===== src/rtl/sps_pkg.sv =====
package sps_pkg;
    localparam int unsigned NWORD     = 4;
    localparam int unsigned GRP_EN    = 0;
    localparam int unsigned GRP_RET   = 1;
    localparam int unsigned GRP_STAT  = 2;
    localparam int unsigned BIT_EN_OK = 0;
    localparam int unsigned BIT_RT_OK = 1;
    localparam int unsigned CH_EN     = 0;
    localparam int unsigned CH_RET    = 1;
endpackage


===== src/rtl/sps_regs.sv =====
module sps_regs
    import sps_pkg::*;
#(
    parameter int unsigned REG_W  = 8,
    parameter int unsigned ADDR_W = 4,
    parameter logic [NWORD*REG_W-1:0] EN_RST  = '0,
    parameter logic [NWORD*REG_W-1:0] RET_RST = '0
) (
    input  logic                     clk_i,
    input  logic                     rst_ni,
    input  logic                     wr_i,
    input  logic [ADDR_W-1:0]        addr_i,
    input  logic [REG_W-1:0]         wdata_i,
    output logic [NWORD*REG_W-1:0]   en_tgt_o,
    output logic [NWORD*REG_W-1:0]   ret_tgt_o,
    output logic                     en_chg_o,
    output logic                     ret_chg_o
);
    localparam int unsigned GW = ADDR_W - 2;

    typedef struct packed {
        logic [NWORD-1:0][REG_W-1:0] en;
        logic [NWORD-1:0][REG_W-1:0] ret;
    } regs_t;

    regs_t regs_d, regs_q;
    logic  en_chg_d, ret_chg_d;

    logic [GW-1:0] grp;
    logic [1:0]    idx;
    assign grp = addr_i[ADDR_W-1:2];
    assign idx = addr_i[1:0];

    always_comb begin
        regs_d    = regs_q;
        en_chg_d  = 1'b0;
        ret_chg_d = 1'b0;
        if (wr_i) begin
            if (grp == GW'(GRP_EN) && regs_q.en[idx] != wdata_i) begin
                regs_d.en[idx] = wdata_i;
                en_chg_d       = 1'b1;
            end
            if (grp == GW'(GRP_RET) && regs_q.ret[idx] != wdata_i) begin
                regs_d.ret[idx] = wdata_i;
                ret_chg_d       = 1'b1;
            end
        end
    end

    always_ff @(posedge clk_i or negedge rst_ni) begin
        if (!rst_ni) begin
            regs_q.en  <= EN_RST;
            regs_q.ret <= RET_RST;
        end else begin
            regs_q <= regs_d;
        end
    end

    assign en_tgt_o  = regs_q.en;
    assign ret_tgt_o = regs_q.ret;
    assign en_chg_o  = en_chg_d;
    assign ret_chg_o = ret_chg_d;

    // without a write strobe no control word moves
    a_r3_hold_without_write: assert property (@(posedge clk_i) disable iff (!rst_ni)
        !wr_i |=> ($stable(en_tgt_o) && $stable(ret_tgt_o)));

    // a write whose data equals the stored word flags no change
    a_r6_equal_write_quiet: assert property (@(posedge clk_i) disable iff (!rst_ni)
        (wr_i && grp == GW'(GRP_EN) && wdata_i == en_tgt_o[idx*REG_W +: REG_W]) |-> !en_chg_o);
endmodule


===== src/rtl/sps_chan.sv =====
module sps_chan #(
    parameter int unsigned NB     = 32,
    parameter int unsigned SETTLE = 3
) (
    input  logic          clk_i,
    input  logic          rst_ni,
    input  logic [NB-1:0] tgt_i,
    input  logic          chg_i,
    output logic [NB-1:0] applied_o,
    output logic          rdy_o
);
    localparam int unsigned CW = (SETTLE < 1) ? 1 : $clog2(SETTLE + 1);

    typedef struct packed {
        logic [NB-1:0] app;
        logic [CW-1:0] wait_cnt;
        logic          rdy;
    } seq_t;

    seq_t s_d, s_q;
    logic [NB-1:0] diff, lowest;

    always_comb begin
        s_d    = s_q;
        diff   = s_q.app ^ tgt_i;
        lowest = diff & (~diff + NB'(1));
        if (s_q.wait_cnt != '0) begin
            s_d.wait_cnt = s_q.wait_cnt - CW'(1);
        end else if (diff != '0) begin
            s_d.app      = s_q.app ^ lowest;
            s_d.wait_cnt = CW'(SETTLE);
        end
        s_d.rdy = !chg_i && (s_q.wait_cnt == '0) && (diff == '0);
    end

    always_ff @(posedge clk_i or negedge rst_ni) begin
        if (!rst_ni) begin
            s_q <= '0;
        end else begin
            s_q <= s_d;
        end
    end

    assign applied_o = s_q.app;
    assign rdy_o     = s_q.rdy;

    // at most one applied bit moves per clock
    a_r7_single_step: assert property (@(posedge clk_i) disable iff (!rst_ni)
        $countones(applied_o ^ $past(applied_o)) <= 1);

    // a step is followed by a settle cycle
    a_r7_settle_after_step: assert property (@(posedge clk_i) disable iff (!rst_ni)
        (applied_o != $past(applied_o)) |=> $stable(applied_o));

    // ready only with the target fully applied
    a_r8_ready_means_applied: assert property (@(posedge clk_i) disable iff (!rst_ni)
        rdy_o |-> (applied_o == tgt_i));
endmodule


===== src/rtl/sram_pwr_seq.sv =====
module sram_pwr_seq
    import sps_pkg::*;
#(
    parameter int unsigned REG_W  = 8,
    parameter int unsigned ADDR_W = 4,
    parameter int unsigned DATA_W = 32,
    parameter int unsigned SETTLE = 3,
    parameter logic [NWORD*REG_W-1:0] EN_RST  = 'h0000_00FF,
    parameter logic [NWORD*REG_W-1:0] RET_RST = 'h0000_000F
) (
    input  logic                   clk_i,
    input  logic                   rst_ni,
    input  logic                   bus_wr_i,
    input  logic [ADDR_W-1:0]      bus_addr_i,
    input  logic [DATA_W-1:0]      bus_wdata_i,
    output logic [DATA_W-1:0]      bus_rdata_o,
    output logic [NWORD*REG_W-1:0] bank_en_o,
    output logic [NWORD*REG_W-1:0] blk_ret_o,
    input  logic                   sram_req_i,
    output logic                   sram_gnt_o,
    output logic                   ret_rdy_o,
    input  logic                   lp_deep_req_i,
    output logic                   lp_deep_gnt_o
);
    localparam int unsigned NB = NWORD * REG_W;
    localparam int unsigned GW = ADDR_W - 2;

    logic [NB-1:0] tgt [2];
    logic [NB-1:0] app [2];
    logic          chg [2];
    logic          rdy [2];
    logic          unused_wdata;

    assign unused_wdata = ^bus_wdata_i[DATA_W-1:REG_W];

    sps_regs #(
        .REG_W (REG_W),
        .ADDR_W(ADDR_W),
        .EN_RST(EN_RST),
        .RET_RST(RET_RST)
    ) u_regs (
        .clk_i    (clk_i),
        .rst_ni   (rst_ni),
        .wr_i     (bus_wr_i),
        .addr_i   (bus_addr_i),
        .wdata_i  (bus_wdata_i[REG_W-1:0]),
        .en_tgt_o (tgt[CH_EN]),
        .ret_tgt_o(tgt[CH_RET]),
        .en_chg_o (chg[CH_EN]),
        .ret_chg_o(chg[CH_RET])
    );

    for (genvar c = 0; c < 2; c++) begin : g_chan
        sps_chan #(
            .NB    (NB),
            .SETTLE(SETTLE)
        ) u_chan (
            .clk_i    (clk_i),
            .rst_ni   (rst_ni),
            .tgt_i    (tgt[c]),
            .chg_i    (chg[c]),
            .applied_o(app[c]),
            .rdy_o    (rdy[c])
        );
    end

    logic [GW-1:0] grp;
    logic [1:0]    idx;
    assign grp = bus_addr_i[ADDR_W-1:2];
    assign idx = bus_addr_i[1:0];

    always_comb begin
        bus_rdata_o = '0;
        if (grp == GW'(GRP_EN)) begin
            bus_rdata_o[REG_W-1:0] = tgt[CH_EN][idx*REG_W +: REG_W];
        end else if (grp == GW'(GRP_RET)) begin
            bus_rdata_o[REG_W-1:0] = tgt[CH_RET][idx*REG_W +: REG_W];
        end else if (grp == GW'(GRP_STAT) && idx == 2'd0) begin
            bus_rdata_o[BIT_EN_OK] = rdy[CH_EN];
            bus_rdata_o[BIT_RT_OK] = rdy[CH_RET];
        end
    end

    assign bank_en_o     = app[CH_EN];
    assign blk_ret_o     = app[CH_RET];
    assign sram_gnt_o    = sram_req_i & rdy[CH_EN];
    assign ret_rdy_o     = rdy[CH_RET];
    assign lp_deep_gnt_o = lp_deep_req_i & rdy[CH_RET];

    // a changing enable write drops enable-ready at the storing edge
    a_r4_en_ready_drops: assert property (@(posedge clk_i) disable iff (!rst_ni)
        chg[CH_EN] |=> !rdy[CH_EN]);

    // a changing retention write drops retention-ready at the storing edge
    a_r5_ret_ready_drops: assert property (@(posedge clk_i) disable iff (!rst_ni)
        chg[CH_RET] |=> !ret_rdy_o);

    // retention activity leaves a settled enable channel alone
    a_r12_channels_apart: assert property (@(posedge clk_i) disable iff (!rst_ni)
        (chg[CH_RET] && !chg[CH_EN] && rdy[CH_EN]) |=> (rdy[CH_EN] && $stable(bank_en_o)));
endmodule


===== config.mk =====
export PLATFORM = sky130hd
export DESIGN_NAME = sram_pwr_seq
export DESIGN_NICKNAME = d
export VERILOG_FILES = /design/src/rtl/sps_pkg.sv /design/src/rtl/sps_regs.sv /design/src/rtl/sps_chan.sv /design/src/rtl/sram_pwr_seq.sv
export SDC_FILE = /design/constraint.sdc
export NUM_CORES = 1
export LEC_CHECK = 0
export ABC_AREA = 1
export CORE_UTILIZATION = 30
export CTS_CLUSTER_DIAMETER = 100
export CTS_CLUSTER_SIZE = 12
export DETAILED_ROUTE_END_ITERATION = 6
export GPL_ROUTABILITY_DRIVEN = 0
export HOLD_SLACK_MARGIN = 0.08
export RECOVER_POWER = 50
export SYNTH_ARGS = -nofsm -noshare
export SYNTH_HDL_FRONTEND = slang
export SYNTH_SLANG_ARGS = --single-unit
export TNS_END_PERCENT = 1

===== constraint.sdc =====
create_clock -name clk_i -period 3.3 [get_ports clk_i]
set_input_delay 0.825 -clock clk_i [delete_from_list [all_inputs] [get_ports clk_i]]
set_output_delay 0.825 -clock clk_i [all_outputs]
set_load 0.02 [all_outputs]

==> metrics.log <==
[metrics] run status: finished, final reports clean
[metrics] Residual DRC: 0
[metrics] required time of the critical path: 2.47 ns
[metrics] number of clock sinks: approximately 130
[metrics] hold bufs inserted after CTS: 0
[metrics] leading post-synthesis cells by cell area: dfrtp_1 32%, nand2_1 20%, buf_4 6.9%
[metrics] average size of a mapped cell: 6.95 µm²
[metrics] I/O pins: 140
[metrics] worst skew pair latency: 0.43 ns
[metrics] detailed-route wire length: ~28,000 µm
[metrics] layout filler cell count: 3,398
[metrics] register bit count reported by yosys: 134
[metrics] Storage cell area: 0.00337 mm²
[metrics] chain of cells forming the critical path: dlygate4sd2_1 > buf_12 > o21ai_0 > nand2_1 > nand2_1 > a22o_1 > clkdlybuf4s15_1
[metrics] Crit. End Element: output port
[metrics] maximum clock rate: 319 MHz
[metrics] TritonRoute pass-1 iters: 4
[metrics] share of the core filled with cells in the final layout: 0.352
[metrics] std cell rows: 65
[metrics] number of global-route vias before repair: 8,611
[metrics] total half-perimeter wirelength after legalization and detailed placement: around 21,000 µm
[metrics] VDD IR-drop max: 427 µV
[metrics] final number of setup-violating endpoints: 0
[metrics] Initial Utilization: 0.306
[metrics] H-tree level count: 4
[metrics] overall die area: 0.0330 mm²
[metrics] critical path peak fanout: 37
[metrics] number of standard cells after synthesis: roughly 1,400
[metrics] Total GRT Usage: 0.177
[metrics] Worst Setup Path Type: in2out
[metrics] unrepaired setup endpoints after global routing: false
[metrics] most frequent CP cell: nand2_1
[metrics] Layout area overhead: 15.1%
[metrics] Final Max Tran Viols: 0
[metrics] final count of hold timing violations: 0
[metrics] period utilization: 0.951
[metrics] post-route ant nets: 0
[metrics] Max stage delay cell, worst path: clkdlybuf4s15_1
[metrics] Core Box Area: 0.0316 mm²
[metrics] violation count after the first detailed-route iteration: around 700
[metrics] Buffers on Ports: a little over 90
[metrics] leakage power: about 5.6 nW
[metrics] cell class contributing the biggest share of worst-path delay: buffers and inverters
[metrics] clock-pin slew of the registers on the worst-case setup and hold paths: about 0.06 ns
[metrics] worst clock skew: approximately 0.0070 ns
[metrics] tightest hold margin: roughly 0.48 ns
[metrics] sequential element share of the synthesized area: 0.348
[metrics] DR WL/cell: between 15 and 20 µm
[metrics] total clock buffers created by CTS: 17
[metrics] Antenna Cells: 0
[metrics] reported max-cap violation count: 0
[metrics] number of nets in the layout: approximately 1,500
[metrics] Synth area leader: dfrtp_1
[metrics] final critical delay including setup and external delays: roughly 3.1 ns
[metrics] Post-CTS Resized: 12
[metrics] first-pass GRT wire length: between 40,000 and 50,000 µm
[metrics] clock tree from TritonCTS: done
[metrics] area used by multi-input combinational logic: about 0.005 mm²
[metrics] root cell of the clock tree: clkbuf_16
[metrics] crit path buf inv count: 3
[metrics] Synthesis Warnings: 0
[metrics] layout cell share with drive strength beyond 1: 0.0792
[metrics] Die Span X: around 180 µm
[metrics] portion of synthesized cell area occupied by the leading cell type: 0.315
[metrics] highest cell delay on the worst timing path: ~0.33 ns
[metrics] area of the mapped netlist: approximately 0.0097 mm²
[metrics] power density relative to cell area: 712 mW/mm²
[metrics] class of the most critical hold timing path: reg2reg
[metrics] Distinct cells, synth: 36
[metrics] clock tree buffer depth: 2
[metrics] vias per cell: 4.82
[metrics] actual transition at the worst max-transition pin: 1.37 ns
[metrics] arrival time of data at the critical path endpoint: approximately 2.3 ns
[metrics] Vert. Die Dim: approximately 180 µm
[metrics] Relative slew margins: 0.0873
[metrics] Post-CTS Setup Bufs: 0
[metrics] largest net degree at the start of global routing: just over 60
[metrics] total number of vias: 8,872
[metrics] leftover overflow at the end of global routing: 0
[metrics] antenna violations before repair: 0
[metrics] startpoint type of the worst setup path: input pin
Yosys cell counts, drive strengths merged:
| cell | count |
|---|---|
| nand3 | 104 |
| nand3b | 3 |
| xor2 | 35 |
| clkinv | 2 |
| a22o | 6 |
| nor3b | 1 |
| nand2 | 522 |
| nor2 | 116 |
| clkbuf | 19 |
| dfrtp | 122 |
| o21ai | 42 |
| inv | 103 |
| dfstp | 12 |
| ha | 2 |
| xnor2 | 56 |
| and3 | 1 |
| a21oi | 3 |
| nor3 | 7 |
| buf | 125 |
| nand4 | 106 |
| a21boi | 1 |
| and2 | 4 |
| conb | 1 |
power by group:
group / total, mW / switching, mW / leakage [nW] / internal, mW
combinational: 3.35 / 2.10 / 3.55 / 1.25
sequential: 2.61 / 0.576 / 1.74 / 2.03
clock: 1.97 / 0.787 / 0.286 / 1.18
total: 7.93 / 3.47 / 5.58 / 4.47
cell families (layout without fill, tap and decap cells):
kind of cell	Yosys count	count (layout)	share of synthesized area
compound gates	52	52	0.0298
xor+xnor	91	91	0.0838
fa+ha+maj	2	2	0.00258
buf+inv	249	273	0.145
flops	134	134	0.348
other cells	1	24	0.000387
simple gates	864	864	0.390
metal layers:
metal	vias up	wire [µm]	track usage
li1	4415	-	-
met1	4141	12800	0.231
met2	275	13500	0.299
met3	41	1320	0.0271
met4	0	608	0.0549
met5	-	0	0
layout make-up:
cell class                      instances  area share
Clock buffer                           20      0.0419
Clock inverter                         12      0.0128
Inverter                              105      0.0354
Multi-Input combinational cell       1033       0.448
Sequential cell                       134       0.302
Tap cell                              402      0.0451
Timing Repair Buffer                  136       0.115
layout by cell type (no fill, tap or decap), types with 3 or more instances in the layout:
master / n
and2_1: 4
inv_6: 4
xor2_1: 35
dfstp_2: 11
dfrtp_1: 122
nand3_1: 96
o21ai_0: 36
xnor2_1: 55
nor2_1: 112
nand2_1: 516
clkbuf_16: 17
o21ai_1: 6
nor3_1: 5
clkdlybuf4s50_1: 75
a22o_1: 6
dlygate4sd2_1: 7
dlygate4sd3_1: 5
nand2_2: 4
clkinvlp_4: 4
inv_1: 100
buf_12: 4
clkbuf_8: 3
inv_2: 3
nand3_2: 8
conb_1: 24
nand3b_1: 3
buf_4: 38
nand4_1: 106
worst reg2reg max path, stage by stage (launching register included):
cell and delay [ns]:
dfstp_1 0.64, xnor2_1 0.19, nand2_1 0.11, nor2_1 0.23, nand2_1 0.16, nor2_4 0.13
nand2_1 0.69, nor2_2 0.45, a21boi_1 0.24
final timing paths:
| kind | from | end | slack, ns | cells after the start |
|---|---|---|---|---|
| setup / recovery | bus_addr_i[0] | bus_rdata_o[3] | 0.16 | 7 |
| hold / removal | u_regs.en_tgt_o[7] | u_regs.en_tgt_o[7] | 0.48 | 2 |
| setup reg to reg | u_regs.en_tgt_o[4] | g_chan[0].u_chan.rdy_o | 0.39 | 8 |
| hold reg to reg | u_regs.en_tgt_o[7] | u_regs.en_tgt_o[7] | 0.48 | 2 |
| max in group asynchronous | rst_ni | async pin | 0.55 | 2 |
| min in group asynchronous | rst_ni | async pin | 0.66 | 1 |
stage by stage:
step / cell area [µm²] / std cells / worst slack (ns) / power [mW] / setup TNS [ns]
after floorplan: 9770 / 1416 / 0.676 / 5.08 / 0
after global placement: 10600 / 1810 / -0.367 / 5.94 / -2.52
after detailed placement: 10600 / 1810 / -0.374 / 5.99 / -2.55
after CTS: 11200 / 1842 / 0.0601 / 7.99 / 0
after global routing: 11100 / 1842 / 0.0567 / 8.51 / 0
final: 11100 / 1842 / 0.162 / 7.93 / 0
No activity file was read; power rests on OpenSTA's default activity.
